--- config.mk ---
export PLATFORM = sky130hd
export DESIGN_NAME = flash_ctl_reg
export DESIGN_NICKNAME = d
export VERILOG_FILES = /design/src/rtl/flash_ctl_pkg.sv /design/src/rtl/flash_key_unlock.sv /design/src/rtl/flash_ctl_fields.sv /design/src/rtl/flash_irq_gen.sv /design/src/rtl/flash_ctl_reg.sv
export SDC_FILE = /design/constraint.sdc
export NUM_CORES = 1
export LEC_CHECK = 0
export BUFFER_PORTS_ARGS = -buffer_cell sky130_fd_sc_hd__buf_2
export CAP_MARGIN = 20
export CORE_AREA = 8 8 54 89
export DETAILED_ROUTE_END_ITERATION = 6
export DIE_AREA = 0 0 62 97
export GPL_ROUTABILITY_DRIVEN = 0
export PLACE_DENSITY = 0.76
export SLEW_MARGIN = 20
export SYNTH_ARGS = -nofsm -noshare
export SYNTH_HDL_FRONTEND = slang
export SYNTH_SLANG_ARGS = --single-unit
--- constraint.sdc ---
create_clock -name clk -period 2.6 [get_ports clk]
set_input_delay 0.26 -clock clk [delete_from_list [all_inputs] [get_ports clk]]
set_output_delay 0.26 -clock clk [all_outputs]
set_load 0.02 [all_outputs]
--- src/rtl/flash_ctl_pkg.sv ---
package flash_ctl_pkg;

    localparam int DATA_W = 32;
    localparam int BE_W   = DATA_W / 8;
    localparam int SECT_W = 5;

    localparam int LOCK_BIT  = 31;
    localparam int ERREN_BIT = 25;
    localparam int EOPEN_BIT = 24;
    localparam int START_BIT = 16;
    localparam int BANK2_BIT = 15;
    localparam int PSZ_LO    = 8;
    localparam int SECT_LO   = 3;
    localparam int MASS_BIT  = 2;
    localparam int SERA_BIT  = 1;
    localparam int PROG_BIT  = 0;

    localparam logic [DATA_W-1:0] RESET_WORD = 32'h8000_0000;
    localparam logic [DATA_W-1:0] LIVE_MASK  = 32'h8301_83FF;
    localparam logic [DATA_W-1:0] HOLD_MASK  = 32'h0300_83FF;

    localparam logic [DATA_W-1:0] KEY_FIRST  = 32'h4567_0123;
    localparam logic [DATA_W-1:0] KEY_SECOND = 32'hCDEF_89AB;

    typedef enum logic [1:0] {
        PSZ_X8  = 2'b00,
        PSZ_X16 = 2'b01,
        PSZ_X32 = 2'b10,
        PSZ_X64 = 2'b11
    } psize_e;

    typedef enum logic [1:0] {
        KS_WAIT_A = 2'b00,
        KS_WAIT_B = 2'b01,
        KS_DEAD   = 2'b10
    } key_state_e;

    typedef struct packed {
        logic              lock;
        logic              err_en;
        logic              eop_en;
        logic              start;
        logic              bank2;
        psize_e            psize;
        logic [SECT_W-1:0] sector;
        logic              mass;
        logic              sect_er;
        logic              prog;
    } ctl_t;

    localparam ctl_t CTL_RESET = '{
        lock: 1'b1, err_en: 1'b0, eop_en: 1'b0, start: 1'b0, bank2: 1'b0,
        psize: PSZ_X8, sector: '0, mass: 1'b0, sect_er: 1'b0, prog: 1'b0
    };

    function automatic logic [DATA_W-1:0] ctl_pack(input ctl_t f);
        logic [DATA_W-1:0] w;
        w = '0;
        w[LOCK_BIT]                   = f.lock;
        w[ERREN_BIT]                  = f.err_en;
        w[EOPEN_BIT]                  = f.eop_en;
        w[START_BIT]                  = f.start;
        w[BANK2_BIT]                  = f.bank2;
        w[PSZ_LO +: 2]                = f.psize;
        w[SECT_LO +: SECT_W]          = f.sector;
        w[MASS_BIT]                   = f.mass;
        w[SERA_BIT]                   = f.sect_er;
        w[PROG_BIT]                   = f.prog;
        return w;
    endfunction

    function automatic ctl_t ctl_unpack(input logic [DATA_W-1:0] w);
        ctl_t f;
        f.lock    = w[LOCK_BIT];
        f.err_en  = w[ERREN_BIT];
        f.eop_en  = w[EOPEN_BIT];
        f.start   = w[START_BIT];
        f.bank2   = w[BANK2_BIT];
        f.psize   = psize_e'(w[PSZ_LO +: 2]);
        f.sector  = w[SECT_LO +: SECT_W];
        f.mass    = w[MASS_BIT];
        f.sect_er = w[SERA_BIT];
        f.prog    = w[PROG_BIT];
        return f;
    endfunction

    function automatic logic [DATA_W-1:0] lane_merge(
        input logic [DATA_W-1:0] old_w,
        input logic [DATA_W-1:0] new_w,
        input logic [BE_W-1:0]   be
    );
        logic [DATA_W-1:0] m;
        m = old_w;
        for (int i = 0; i < BE_W; i++) begin
            if (be[i]) m[i*8 +: 8] = new_w[i*8 +: 8];
        end
        return m;
    endfunction

endpackage

--- src/rtl/flash_key_unlock.sv ---
module flash_key_unlock
    import flash_ctl_pkg::*;
#(
    parameter int                DW    = DATA_W,
    parameter logic [DW-1:0]     KEY_A = KEY_FIRST,
    parameter logic [DW-1:0]     KEY_B = KEY_SECOND
) (
    input  logic          clk,
    input  logic          rst,
    input  logic          key_wr,
    input  logic [DW-1:0] key_data,
    input  logic          key_full,
    input  logic          locked,
    output logic          unlock
);
    key_state_e state_q, state_d;
    logic       hit_a, hit_b, live;

    assign hit_a = key_full && (key_data == KEY_A);
    assign hit_b = key_full && (key_data == KEY_B);
    assign live  = key_wr && locked;

    always_comb begin
        state_d = state_q;
        unlock  = 1'b0;
        if (live) begin
            unique case (state_q)
                KS_WAIT_A: state_d = hit_a ? KS_WAIT_B : KS_DEAD;
                KS_WAIT_B: begin
                    if (hit_b) begin
                        state_d = KS_WAIT_A;
                        unlock  = 1'b1;
                    end else begin
                        state_d = KS_DEAD;
                    end
                end
                default:   state_d = KS_DEAD;
            endcase
        end
    end

    always_ff @(posedge clk) begin
        if (rst) state_q <= KS_WAIT_A;
        else     state_q <= state_d;
    end

endmodule

--- src/rtl/flash_ctl_fields.sv ---
module flash_ctl_fields
    import flash_ctl_pkg::*;
#(
    parameter int DW = DATA_W,
    localparam int BW = DW / 8
) (
    input  logic          clk,
    input  logic          rst,
    input  logic          wr_ctl,
    input  logic [DW-1:0] wdata,
    input  logic [BW-1:0] be,
    input  logic          busy,
    input  logic          unlock,
    output ctl_t          q
);
    localparam int LOCK_LANE  = LOCK_BIT / 8;
    localparam int START_LANE = START_BIT / 8;

    ctl_t          d, merged;
    logic          busy_q;
    logic          busy_fall;
    logic          editable;
    logic          set_lock;
    logic          set_start;

    assign busy_fall = busy_q && !busy;
    assign editable  = wr_ctl && !q.lock && !busy;
    assign set_lock  = wr_ctl && be[LOCK_LANE] && wdata[LOCK_BIT];
    assign set_start = editable && be[START_LANE] && wdata[START_BIT];
    assign merged    = ctl_unpack(lane_merge(ctl_pack(q), wdata, be));

    always_comb begin
        d = q;
        if (editable) begin
            d.err_en  = merged.err_en;
            d.eop_en  = merged.eop_en;
            d.bank2   = merged.bank2;
            d.psize   = merged.psize;
            d.sector  = merged.sector;
            d.mass    = merged.mass;
            d.sect_er = merged.sect_er;
            d.prog    = merged.prog;
        end
        if (set_lock)    d.lock = 1'b1;
        else if (unlock) d.lock = 1'b0;
        if (set_start)      d.start = 1'b1;
        else if (busy_fall) d.start = 1'b0;
    end

    always_ff @(posedge clk) begin
        if (rst) begin
            q      <= CTL_RESET;
            busy_q <= 1'b0;
        end else begin
            q      <= d;
            busy_q <= busy;
        end
    end

endmodule

--- src/rtl/flash_irq_gen.sv ---
module flash_irq_gen #(
    parameter int NSRC = 2
) (
    input  logic [NSRC-1:0] enable,
    input  logic [NSRC-1:0] flag,
    output logic            irq
);
    logic [NSRC-1:0] hit;

    for (genvar g = 0; g < NSRC; g++) begin : g_src
        assign hit[g] = enable[g] && flag[g];
    end

    assign irq = |hit;

endmodule

--- src/rtl/flash_ctl_reg.sv ---
module flash_ctl_reg
    import flash_ctl_pkg::*;
#(
    parameter int                 ADDR_W  = 8,
    parameter logic [ADDR_W-1:0]  CTL_OFS = 8'h10,
    parameter logic [ADDR_W-1:0]  KEY_OFS = 8'h04,
    parameter logic [DATA_W-1:0]  KEY_A   = KEY_FIRST,
    parameter logic [DATA_W-1:0]  KEY_B   = KEY_SECOND
) (
    input  logic              clk,
    input  logic              rst,
    input  logic              bus_wr,
    input  logic [ADDR_W-1:0] bus_addr,
    input  logic [DATA_W-1:0] bus_wdata,
    input  logic [BE_W-1:0]   bus_be,
    output logic [DATA_W-1:0] bus_rdata,
    input  logic              busy_i,
    input  logic              op_err_i,
    input  logic              eop_i,
    output logic              irq_o,
    output logic              start_o,
    output logic              prog_o,
    output logic              sect_erase_o,
    output logic              mass_erase_o,
    output logic              bank2_erase_o,
    output logic [SECT_W-1:0] sector_o,
    output logic [1:0]        psize_o
);
    ctl_t              ctl;
    logic [DATA_W-1:0] ctl_word;
    logic              wr_ctl, wr_key, unlock;

    assign wr_ctl = bus_wr && (bus_addr == CTL_OFS);
    assign wr_key = bus_wr && (bus_addr == KEY_OFS);

    flash_key_unlock #(
        .DW(DATA_W), .KEY_A(KEY_A), .KEY_B(KEY_B)
    ) u_keys (
        .clk      (clk),
        .rst      (rst),
        .key_wr   (wr_key),
        .key_data (bus_wdata),
        .key_full (&bus_be),
        .locked   (ctl.lock),
        .unlock   (unlock)
    );

    flash_ctl_fields #(.DW(DATA_W)) u_fields (
        .clk    (clk),
        .rst    (rst),
        .wr_ctl (wr_ctl),
        .wdata  (bus_wdata),
        .be     (bus_be),
        .busy   (busy_i),
        .unlock (unlock),
        .q      (ctl)
    );

    flash_irq_gen #(.NSRC(2)) u_irq (
        .enable ({ctl.err_en, ctl.eop_en}),
        .flag   ({op_err_i,   eop_i}),
        .irq    (irq_o)
    );

    assign ctl_word      = ctl_pack(ctl);
    assign bus_rdata     = (bus_addr == CTL_OFS) ? ctl_word : '0;
    assign start_o       = ctl.start;
    assign prog_o        = ctl.prog;
    assign sect_erase_o  = ctl.sect_er;
    assign mass_erase_o  = ctl.mass;
    assign bank2_erase_o = ctl.bank2;
    assign sector_o      = ctl.sector;
    assign psize_o       = ctl.psize;

endmodule

* Word level (Yosys, flattened, before mapping)
Cells that the tools add are included.
Cells by class: shift operators 0, $add $sub $neg 0, eq/ne operators 5, reduce and logical (&&, ||, !) cells 24, magnitude comparators 0, div/mod/pow operators 0, bitwise gates (word level) 0, multiplexer cells 9, multipliers 0
Operators by type and width (number):
- $eq 32x31->1 const B | 1
- $eq 32x32->1 const B | 1
- $mux 32 | 1
- $logic_and 1x1->1 | 14
- $eq 8x3->1 const B | 1
- $eq 8x5->1 const B | 1
- $reduce_and 2->1 | 3
- $mux 1 | 5
- $mux 2 | 2
- $pmux 2 s2 | 1
- $reduce_and 4->1 | 1
- $reduce_or 2->1 | 2
- $eq 2x1->1 const B | 1
- $logic_not 1->1 | 2
- $logic_not 2->1 | 1
- $reduce_bool 2->1 | 1
Word-level totals: memories 0, word-level logic and storage cells 50, output and inout port bits 45, bits in writable memories 0, bits in read-only memories 0, bits of input ports 50, register bits 18, bits in latches 0

* Depth between registers and ports, before layout
Gate-level depths: netlist of run 1.
word-level depth 7, gate-level depth with buffers 5, gate-level depth less buffers 4

* Modules after synthesis
From an unflattened synthesis of run 1, not the netlist that was laid out.
Unflattened totals: cells, all modules 158, area, all modules 1387.6 sq um
Modules (own cells, without submodules):
- flash_ctl_fields | seq. area each 320.3 sq um, area each 732.0 sq um, times used 1, cells each 70
- flash_ctl_reg | seq. area each 0.0 sq um, area each 421.7 sq um, times used 1, cells each 59
- flash_key_unlock | seq. area each 40.0 sq um, area each 225.2 sq um, times used 1, cells each 28
- flash_irq_gen | seq. area each 0.0 sq um, area each 8.8 sq um, times used 1, cells each 1

* Worst setup path before layout of run 1
OpenSTA, ideal clock, no wires.
path type input port to output port, start point input bus_addr[3], end point output bus_rdata[15], stages 5, path buffers 2, setup slack 0.659 ns, data arrival time 1.681 ns, cells stage by stage or4_4 -> buf_6 -> nor3_2 -> clkbuf_1 -> and2_1
Between the ends: cells in the longest elaborated chain, start to end 2
Ends and longest elaborated chain:
- start: declaration | line flash_ctl_reg.sv:13 | input logic [ADDR_W-1:0] bus_addr,
- $eq 8x5->1 | line flash_ctl_reg.sv:66 | assign bus_rdata = (bus_addr == CTL_OFS) ? ctl_word : '0;
- $mux 32 | line flash_ctl_reg.sv:66
- end: declaration | line flash_ctl_reg.sv:16 | output logic [DATA_W-1:0] bus_rdata,
No other way between the ends.

* Worst setup path in the final report of run 1
start point input bus_addr[3], end point output bus_rdata[6]
Same word-level chain as after synthesis.

==> flow_metrics.tcl, run 1 <==
set metrics [dict create \
    worstPathArrival_ns 1.66 \
    power_uw 593 \
    cellPowerDensity_nw_per_um2 377 \
    relSlewSlack_pct 57.2 \
    synthDistinctLibCells 33 \
    final_cell_count_no_fill 251 \
    synth_warnings 0 \
    startpoint "bus_addr[3]" \
    drtAntennaViolNets 0 \
    required_ns 2.34 \
    rows 29 \
    drv_cap 0 \
    final_hold_viol_count 0 \
    avgViaCountPerCell 4.61 \
    period_needed_ns 1.92 \
    post-cts-setup-buffers 0 \
    rsz0062_at_grt "no" \
    design_area_um2 1570 \
    fillers 373 \
    fin_crit_sh_pct 74.0 \
    cts_tree "done" \
    synthToLayoutAreaGrowth_pct 32.1 \
    die_x_um 62 \
    path_class "in2out" \
    synth-seq-cells 18 \
    h-tree-depth 1 \
    power.leakage_uw 0.000765 \
    fp.coreArea_um2 3590 \
    drt_iter0_drc 18 \
    drive_above_1_share_pct 44.9 \
    ir_worst_vdd_v 0.000176 \
    io_buffers 77 \
    finalNetCount 256 \
    die_h_um 97 \
    dpl_worst_slack_ns 0.478 \
    syn_area_um2 1190 \
    cts_made_buffers 3 \
    cts-root-buf "clkbuf_8" \
    firstDrtPassIters 4 \
    diodes 0 \
    cp_max_fo 11 \
    wl_per_cell_um 15.0 \
    dpl-instance-area_um2 1520 \
    num_vias 1157 \
    place_inst 247 \
    r2r_start "u_fields.q[14]" \
    grt_pass1_wl_um 5810 \
    setup-violations-final 0 \
    drc 0 \
    crit_path_start_kind "input port" \
    place_hpwl_um 3210 \
    ctsHoldBuffers 0 \
    worst_pin_slew_ns 0.636 \
    clk_latency_ns 0.25 \
    finalClockSkew_ns 0.00534 \
    antenna_found_initial 0 \
    start_util_pct 33.1 \
    cts.repair.resized 0 \
    outcome "completed" \
    setup_ws_ns 0.676 \
    grt_usage_pct 12.5 \
    hold_class "in2reg" \
    clock_tree.buffer_depth 2 \
    io_pins 95 \
    drt-total-wl_um 3770 \
    tns_ns 0 \
    multi_input_area_um2 683 \
    synth.yosys.seq_area_share_pct 30.3 \
    syn_area_per_cell_um2 8.95 \
    seqCellArea_um2 360 \
    syn_inst 133 \
    grt_max_degree 19 \
    clock.fmax_mhz 520 \
    grt_overflow 0 \
    slew_violations 0 \
    hold_start "bus_wdata[4]" \
    grt_pass1_vias 1305 \
    endpoint_kind "output port" \
    die_area_um2 6010 \
    clk_pin_slew_ns 0.07 \
    clock_sinks 18 \
]
power by group:
group	internal [µW]	total, µW	switching [µW]
registers	276	277	0.235
logic	35.3	86.0	50.6
clock network	135	230	95.8
cells by family after synthesis:
kind of cell,count (synthesis),share of synthesized area (%)
buf+inv,29,17.3
compound gates,5,3.58
flops,18,30.3
other cells,1,0.315
simple gates,67,37.5
mux,13,10.9
state kept, by name, indices dropped and copies added (netlist names):
| name | cells |
|---|---|
| u_keys.state_q | 2 |
| u_fields.busy_q | 1 |
| u_fields.q | 15 |
placed cells by master (no fill, tap or decap):
cell type,instances
buf_2,77
dfxtp_1,18
conb_1,17
and2_1,15
nor2_1,15
mux2i_1,13
or4bb_1,5
nor4_1,4
clkbuf_8,4
buf_4,4
nand2b_1,3
nor3_1,3
nand4_1,3
nand2_1,2
or4b_2,2
nand4b_1,2
nand3_1,2
or2_2,1
or4_4,1
nor3_2,1
a22o_1,1
nor4b_1,1
a22oi_1,1
and3_1,1
nand4bb_1,1
a221o_1,1
nor4_4,1
nor4_2,1
or4_1,1
or3_1,1
a21oi_1,1
o2111a_1,1
nor2b_1,1
cell type report:
cell class | instances | share of cell area [%]
clock buffers | 4 | 3.50
flip-flops and latches | 18 | 22.9
well taps | 46 | 3.66
multi-input cells | 102 | 43.5
repair buffers | 81 | 26.4
metrics by stage:
stage	hold slack [ns]	util [%]
finish	0.259	43.7
detailed placement	0.476	42.2
global route	0.258	43.7
global placement	0.466	42.2
floorplan	0.388	-
CTS	0.253	43.7
critical path, stage by stage:
cell and delay, ns:
buf_2 0.10, or4_4 0.58, nor3_2 0.23, buf_4 0.20, and2_1 0.14, buf_2 0.16
per-layer routing:
metal / share of wire [%] / up-vias / GRT usage, % / wire length (µm)
met5: 0 / - / 0 / 0
met4: 0.93 / 0 / 5.48 / 35
li1: - / 574 / - / -
met2: 58 / 45 / 24.0 / 2190
met1: 34 / 536 / 11.8 / 1290
met3: 6.7 / 2 / 1.46 / 254
synth_stat cells:
library cell	instances	share of area, %
nand4bb_1	1	0.95
or4bb_1	5	4.7
nor4_2	1	1.1
a22o_1	1	0.74
clkbuf_1	4	1.3
nand3_1	2	0.84
conb_1	1	0.32
a22oi_1	1	0.63
a21oi_1	1	0.42
or4_1	1	0.63
or4b_2	2	1.7
or3_1	1	0.53
nand4b_1	2	1.5
mux2i_1	13	11
o2111a_1	1	0.95
nor2_1	15	4.7
nor4_1	4	2.1
and3_1	1	0.53
nor3_1	3	1.3
dfxtp_1	18	30
nor3_2	1	0.84
nand2_1	2	0.63
or2_2	1	0.53
a221o_1	1	0.84
nor4_4	1	1.8
or4_4	1	0.95
buf_4	24	15
and2_1	15	7.9
buf_6	1	0.95
nand2b_1	3	1.6
nor4b_1	1	0.74
nor2b_1	1	0.53
nand4_1	3	1.6
final timing paths:
kind,end,cells after the start,slack (ns)
max,bus_rdata[6],6,0.68
min,u_fields.q[4],3,0.26
max reg2reg,u_fields.q[12],4,0.79
min reg2reg,u_keys.state_q[0],2,0.49
Note: power is estimated with default switching activity, not from simulation.
==> inputs of run 2 (changes only) <==
--- a/config.mk
+++ b/config.mk
@@ -5,13 +5,14 @@
 export SDC_FILE = /design/constraint.sdc
 export NUM_CORES = 1
 export LEC_CHECK = 0
+export ABC_AREA = 1
 export BUFFER_PORTS_ARGS = -buffer_cell sky130_fd_sc_hd__buf_2
 export CAP_MARGIN = 20
-export CORE_AREA = 8 8 54 89
+export CORE_AREA = 8 8 56 94
 export DETAILED_ROUTE_END_ITERATION = 6
-export DIE_AREA = 0 0 62 97
+export DIE_AREA = 0 0 64 102
 export GPL_ROUTABILITY_DRIVEN = 0
-export PLACE_DENSITY = 0.76
+export PLACE_DENSITY = 0.74
 export SLEW_MARGIN = 20
 export SYNTH_ARGS = -nofsm -noshare
 export SYNTH_HDL_FRONTEND = slang
==> constraint.sdc (replaced) <==
create_clock -name clk -period 2 [get_ports clk]
set_input_delay 0.2 -clock clk [delete_from_list [all_inputs] [get_ports clk]]
set_output_delay 0.2 -clock clk [all_outputs]
set_load 0.02 [all_outputs]
==> run 2 against run 1 <==
Compared with the run above:
- via count up 29%
- power up 33%
- register-to-register slack worse by 0.11 ns
- largest cell class unchanged
- count of clock-buffer cells in the layout unchanged
- core utilization down 1.1 points
- design area up 8.4%
- combinational power up 49%
- non-clock buffer count down 4
- hold slack worse by 0.12 ns
- clock power up 30%
- sequential power up 30%
- worst setup slack worse by 0.30 ns
==> flow_metrics.tcl, run 2 <==
set metrics [dict create \
    outcome "completed" \
    worstPathArrival_ns 1.42 \
    synth_compound_gate_area_share_pct 4.16 \
    clk_pin_slew_ns 0.07 \
    r2r_start "u_fields.q[14]" \
    synthDistinctLibCells 19 \
    final_common_cell "buf_2" \
    dpl_worst_slack_ns 0.367 \
    die_h_um 102 \
    synth_warnings 0 \
    power.leakage_uw 0.00105 \
    endpoint_kind "output port" \
    syn_inst 234 \
    reg_top3 "u_fields.q (15), u_keys.state_q (2), u_fields.busy_q (1)" \
    async_reset_ff_share_pct 0 \
    hold_class "in2reg" \
    post-cts-setup-buffers 0 \
    grt_pass1_vias 1496 \
    fillers 485 \
    cts-root-buf "clkbuf_8" \
    h-tree-depth 1 \
    ir_worst_vdd_v 0.000246 \
    clock_tree.buffer_depth 2 \
    drt-total-wl_um 3910 \
    avgViaCountPerCell 4.22 \
    cellPowerDensity_nw_per_um2 461 \
    setup-violations-final 0 \
    largest_reg_flops 15 \
    synth_top_family_by_area "simple AND/OR/NAND/NOR gates" \
    rr_endpoint "u_fields.q[9]" \
    fin_crit_sh_pct 81.1 \
    synthXorXnorAreaFrac_pct 0 \
    hold_start "rst" \
    grt_usage_pct 12.0 \
    synth_flop_cell "dfxtp_1" \
    rsz0062_at_grt "no" \
    clock.fmax_mhz 617 \
    cp_max_fo 15 \
    grt_max_degree 17 \
    syn_area_um2 1350 \
    path_class "in2out" \
    rows 31 \
    synth_edf_count 0 \
    synthToLayoutAreaGrowth_pct 26.0 \
    period_needed_ns 1.62 \
    whs_endpoint "u_fields.busy_q" \
    syn_area_per_cell_um2 5.78 \
    r2r_cells 4 \
    yosysTopAreaCell "dfxtp_1" \
    grt_overflow 0 \
    cts.repair.resized 0 \
    drive_above_1_share_pct 27.6 \
    yosys-top-cells-count "nand2_1 (63), nor2_1 (60), inv_1 (39)" \
    cts_tree "done" \
    synth-adder-area-share_pct 0 \
    synthMuxAreaShare_pct 0 \
    die_area_um2 6530 \
    setup_ws_ns 0.379 \
    whs_path_depth 2 \
    synth.yosys.seq_area_share_pct 26.6 \
    die_x_um 64 \
    fp.coreArea_um2 4000 \
    synth_top_area_share_pct 26.6 \
    dpl-instance-area_um2 1650 \
    final_hold_viol_count 0 \
    drt_iter0_drc 49 \
    r2r_slack_ns 0.68 \
    drtAntennaViolNets 0 \
    drc 0 \
    design_area_um2 1700 \
    firstDrtPassIters 6 \
    place_hpwl_um 3440 \
    top_register "u_fields.q" \
    diodes 0 \
    drv_cap 0 \
    io_pins 95 \
    crit_path_start_kind "input port" \
    synthSimpleGateAreaFrac_pct 42.6 \
    tns_ns 0 \
    synthTopCellsByArea "dfxtp_1 (27%), nand2_1 (17%), nor2_1 (17%), buf_4 (13%), inv_1 (11%)" \
    ctsHoldBuffers 0 \
    io_buffers 77 \
    final_cell_mix "buf_2 (77), nand2_1 (63), nor2_1 (60)" \
    grt_pass1_wl_um 6370 \
    finalNetCount 355 \
    finalClockSkew_ns 0.000421 \
    required_ns 1.80 \
    slew_violations 0 \
    start_util_pct 33.9 \
    cts_made_buffers 3 \
    clk_latency_ns 0.25 \
    num_vias 1490 \
    wl_per_cell_um 11.1 \
    synth-seq-cells 18 \
    antenna_found_initial 0 \
    clock_sinks 18 \
    yosysMostFrequentCell "nand2_1" \
]
-- run 2: cell types whose count changed in the layout (fill, tap and decap cells not counted), sizes merged, moves of 6 or more --
cell / previous run / this run
and2: 15 / 0
inv: 0 / 39
mux2i: 13 / 0
nor4: 6 / 0
nor2: 15 / 61
nand2: 2 / 63
-- run 2: cells by family (layout without fill, tap and decap cells) --
group | count (synthesis) | after routing
AOI/OAI and AO/OA | 10 | 10
buffers and inverters | 66 | 120
DFF | 18 | 18
other | 1 | 17
and+or+nand+nor | 139 | 139
-- run 2: how the worst max path moves through the flow --
stage	cells past startpoint	startpoint	slack [ns]	end
global placement	7	bus_addr[7]	0.40	bus_rdata[1]
detailed placement	7	bus_addr[7]	0.37	bus_rdata[3]
CTS	7	bus_addr[7]	0.36	bus_rdata[1]
global route	7	bus_addr[7]	0.22	bus_rdata[3]
floorplan	6	bus_addr[7]	0.58	bus_rdata[15]
finish	7	bus_addr[7]	0.38	bus_rdata[24]
-- run 2: stage by stage --
stage | utilization, % | total power, µW | hold WS, ns | cells
after floorplan | - | 457 | 0.269 | 250
after global placement | 41.3 | 493 | 0.406 | 349
after detailed placement | 41.3 | 496 | 0.410 | 349
after CTS | 42.7 | 794 | 0.138 | 353
after global routing | 42.7 | 825 | 0.135 | 353
final | 42.7 | 786 | 0.143 | 353
-- run 2: area by class of cell --
type / count / area, µm² / share of cell area (%)
Multi-Input combinational cell: 166 / 696 / 40.8
Timing Repair Buffer: 77 / 385 / 22.6
Inverter: 39 / 146 / 8.59
Clock buffer: 4 / 55.1 / 3.23
Tap cell: 49 / 61.3 / 3.60
Sequential cell: 18 / 360 / 21.1
-- run 2: per-layer routing --
metal  wire [µm]  global-route usage [%]
met5           0                       0
met4          74                    5.70
met3         350                    3.84
met2        2100                    22.8
met1        1390                    11.0
-- run 2: worst max-delay path, cell delays in order --
cell,delay (ns)
buf_2,0.10
nor2_2,0.12
nand2_1,0.10
nor3_4,0.24
inv_1,0.30
nor2_1,0.18
buf_2,0.18
-- run 2: power by group --
group          internal (µW)  switching, µW
Clock                    175            123
Sequential               359          0.292
Combinational           46.9           81.5
==> inputs of run 3 (changes only) <==
--- a/config.mk
+++ b/config.mk
@@ -5,14 +5,14 @@
 export SDC_FILE = /design/constraint.sdc
 export NUM_CORES = 1
 export LEC_CHECK = 0
-export ABC_AREA = 1
+export ABC_AREA = 0
 export BUFFER_PORTS_ARGS = -buffer_cell sky130_fd_sc_hd__buf_2
 export CAP_MARGIN = 20
-export CORE_AREA = 8 8 56 94
+export CORE_AREA = 8 8 54 89
 export DETAILED_ROUTE_END_ITERATION = 6
-export DIE_AREA = 0 0 64 102
+export DIE_AREA = 0 0 62 97
 export GPL_ROUTABILITY_DRIVEN = 0
-export PLACE_DENSITY = 0.74
+export PLACE_DENSITY = 0.76
 export SLEW_MARGIN = 20
 export SYNTH_ARGS = -nofsm -noshare
 export SYNTH_HDL_FRONTEND = slang
==> constraint.sdc (replaced) <==
create_clock -name clk -period 1.6 [get_ports clk]
set_input_delay 0.16 -clock clk [delete_from_list [all_inputs] [get_ports clk]]
set_output_delay 0.16 -clock clk [all_outputs]
set_load 0.02 [all_outputs]
==> run 3 against run 2 <==
Compared with the run above:
- the flow now finishes with violations (negative setup slack)
- non-clock buffer count rose by 19
- core utilization rose by 9.7 points
- final cell count fell by 25%
- sequential share of layout area fell by 1.9 points
- combinational power rose by 26%
- sequential power rose by 25%
- critical path depth fell by 1
==> flow_metrics.tcl, run 3 (synthesized netlist as in run 1, its figures left out) <==
set metrics [dict create \
    grt_pass1_wl_um 6180 \
    grt_pass1_vias 1396 \
    swShare_pct 25.0 \
    power_uw 915 \
    path_cells "buf_6, or4_4, nor3_4, buf_6, and2_4, buf_6" \
    endpoint_kind "output port" \
    clk_pin_slew_ns 0.06 \
    clock_sinks 18 \
    largest_reg_flops 15 \
    internal_power_uw 687 \
    period_needed_ns 1.68 \
    die_x_um 62 \
    final_cell_mix "buf_2 (60), buf_6 (20), conb_1 (17)" \
    outcome "finished, violations left" \
    h-tree-depth 1 \
    firstDrtPassIters 2 \
    crit_path_start_kind "input port" \
    slowest_stage "or4_4" \
    antenna_found_initial 0 \
    die_area_um2 6010 \
    rows 29 \
    required_ns 1.44 \
    final_hold_viol_count 0 \
    synthToLayoutAreaGrowth_pct 58.1 \
    num_vias 1233 \
    diodes 0 \
    start_util_pct 33.1 \
    pwr-share-comb_pct 17.6 \
    drc 0 \
    p_switching_uw 229 \
    cts-root-buf "clkbuf_8" \
    grt_max_degree 19 \
    io_buffers 77 \
    fin_crit_sh_pct 105 \
    slew_violations 0 \
    design_area_um2 1880 \
    drtAntennaViolNets 0 \
    grt_overflow 0 \
    clk_latency_ns 0.25 \
    ir_worst_vdd_v 0.000350 \
    avgViaCountPerCell 4.65 \
    crit_top_cell "buf_6" \
    worstPathBufferInverterCount 3 \
    cp_max_fo 8 \
    top_register "u_fields.q" \
    wl_per_cell_um 15.5 \
    setup-violations-final 23 \
    path_delay_family "simple AND/OR/NAND/NOR gates" \
    clock.fmax_mhz 596 \
    rsz0062_at_grt "yes" \
    drt-total-wl_um 4100 \
    p_seq_share_pct 49.1 \
    place_hpwl_um 3240 \
    drive_above_1_share_pct 57.5 \
    path_class "in2out" \
    worstPathArrival_ns 1.52 \
    slowest_delay_ns 0.55 \
    fp.coreArea_um2 3590 \
    dpl-instance-area_um2 1640 \
    power.leakage_uw 0.000903 \
    ctsHoldBuffers 0 \
    clockPowerShare_pct 33.3 \
    finalClockSkew_ns 0.00528 \
    grt_usage_pct 13.4 \
    hold_class "in2reg" \
    cts_tree "done" \
    drv_cap 0 \
    finalNetCount 271 \
    cellPowerDensity_nw_per_um2 486 \
    cts_made_buffers 3 \
    reg_top3 "u_fields.q (15), u_keys.state_q (2), u_fields.busy_q (1)" \
    drt_iter0_drc 18 \
    violations "negative setup slack" \
    clock_tree.buffer_depth 2 \
    io_pins 95 \
    setup_ws_ns -0.0788 \
    final_common_cell "buf_2" \
    die_h_um 97 \
]
-- run 3: changes by cell type in the layout (fill, tap and decap cells not counted), moves of 14 or more --
cell | before | now
nand2_1 | 63 | 2
nor2_1 | 60 | 15
inv_1 | 39 | 0
buf_6 | 0 | 20
buf_2 | 77 | 60
buf_4 | 0 | 15
and2_4 | 0 | 14
-- run 3: metal layers --
layer | up-vias | wire, µm | global-route usage [%]
met2 | 57 | 2350 | 25.7
met5 | - | 0 | 0
met3 | 8 | 308 | 1.99
li1 | 605 | - | -
met1 | 563 | 1330 | 12.1
met4 | 0 | 108 | 6.36
-- run 3: per-stage QoR --
stage,TNS (ns),worst slack (ns),instances,utilization (%),hold WS [ns]
6_report,-1.08,-0.0788,265,52.4,0.164
5_1_grt,-2.25,-0.117,265,52.4,0.172
4_1_cts,-1.45,-0.0956,265,51.2,0.159
3_5_place_dp,-3.01,-0.201,259,45.7,0.420
3_3_place_gp,-2.60,-0.157,259,45.7,0.409
2_1_floorplan,-2.63,-0.173,149,-,0.288
-- run 3: what timing repair did --
item	4_1_cts	5_1_grt
resized for setup	46	11
buffers inserted	2	0
endpoints found under the setup margin	26	31
gates cloned	1	0
pin swaps	10	3
-- run 3: power groups by stage --
| stage | clock network (µW) | logic, µW | registers (µW) |
|---|---|---|---|
| floorplan | 0 | 102 | 460 |
| global placement | 0 | 147 | 460 |
| detailed placement | 0 | 150 | 460 |
| CTS | 321 | 155 | 450 |
| global route | 343 | 173 | 449 |
| finish | 305 | 161 | 450 |
-- run 3: path summary, 6_finish.rpt --
check	from	end	slack, ns	cells past startpoint
min	bus_wdata[6]	u_fields.q[6]	0.16	3
max	bus_addr[3]	bus_rdata[6]	-0.08	6
max reg2reg	u_fields.q[14]	u_fields.q[0]	-0.03	5
min reg2reg	u_keys.state_q[0]	u_keys.state_q[0]	0.49	2
-- run 3: layout make-up --
class	instances	area, µm²
Tap cell	46	57.6
Sequential cell	18	363
Multi-Input combinational cell	102	762
Clock buffer	3	41.3
Fill cell	353	1710
Timing Repair Buffer	96	658
-- run 3: tightest hold or removal path: stages --
cell and delay, ns:
buf_2 0.09, mux2i_1 0.06, nor2_1 0.07
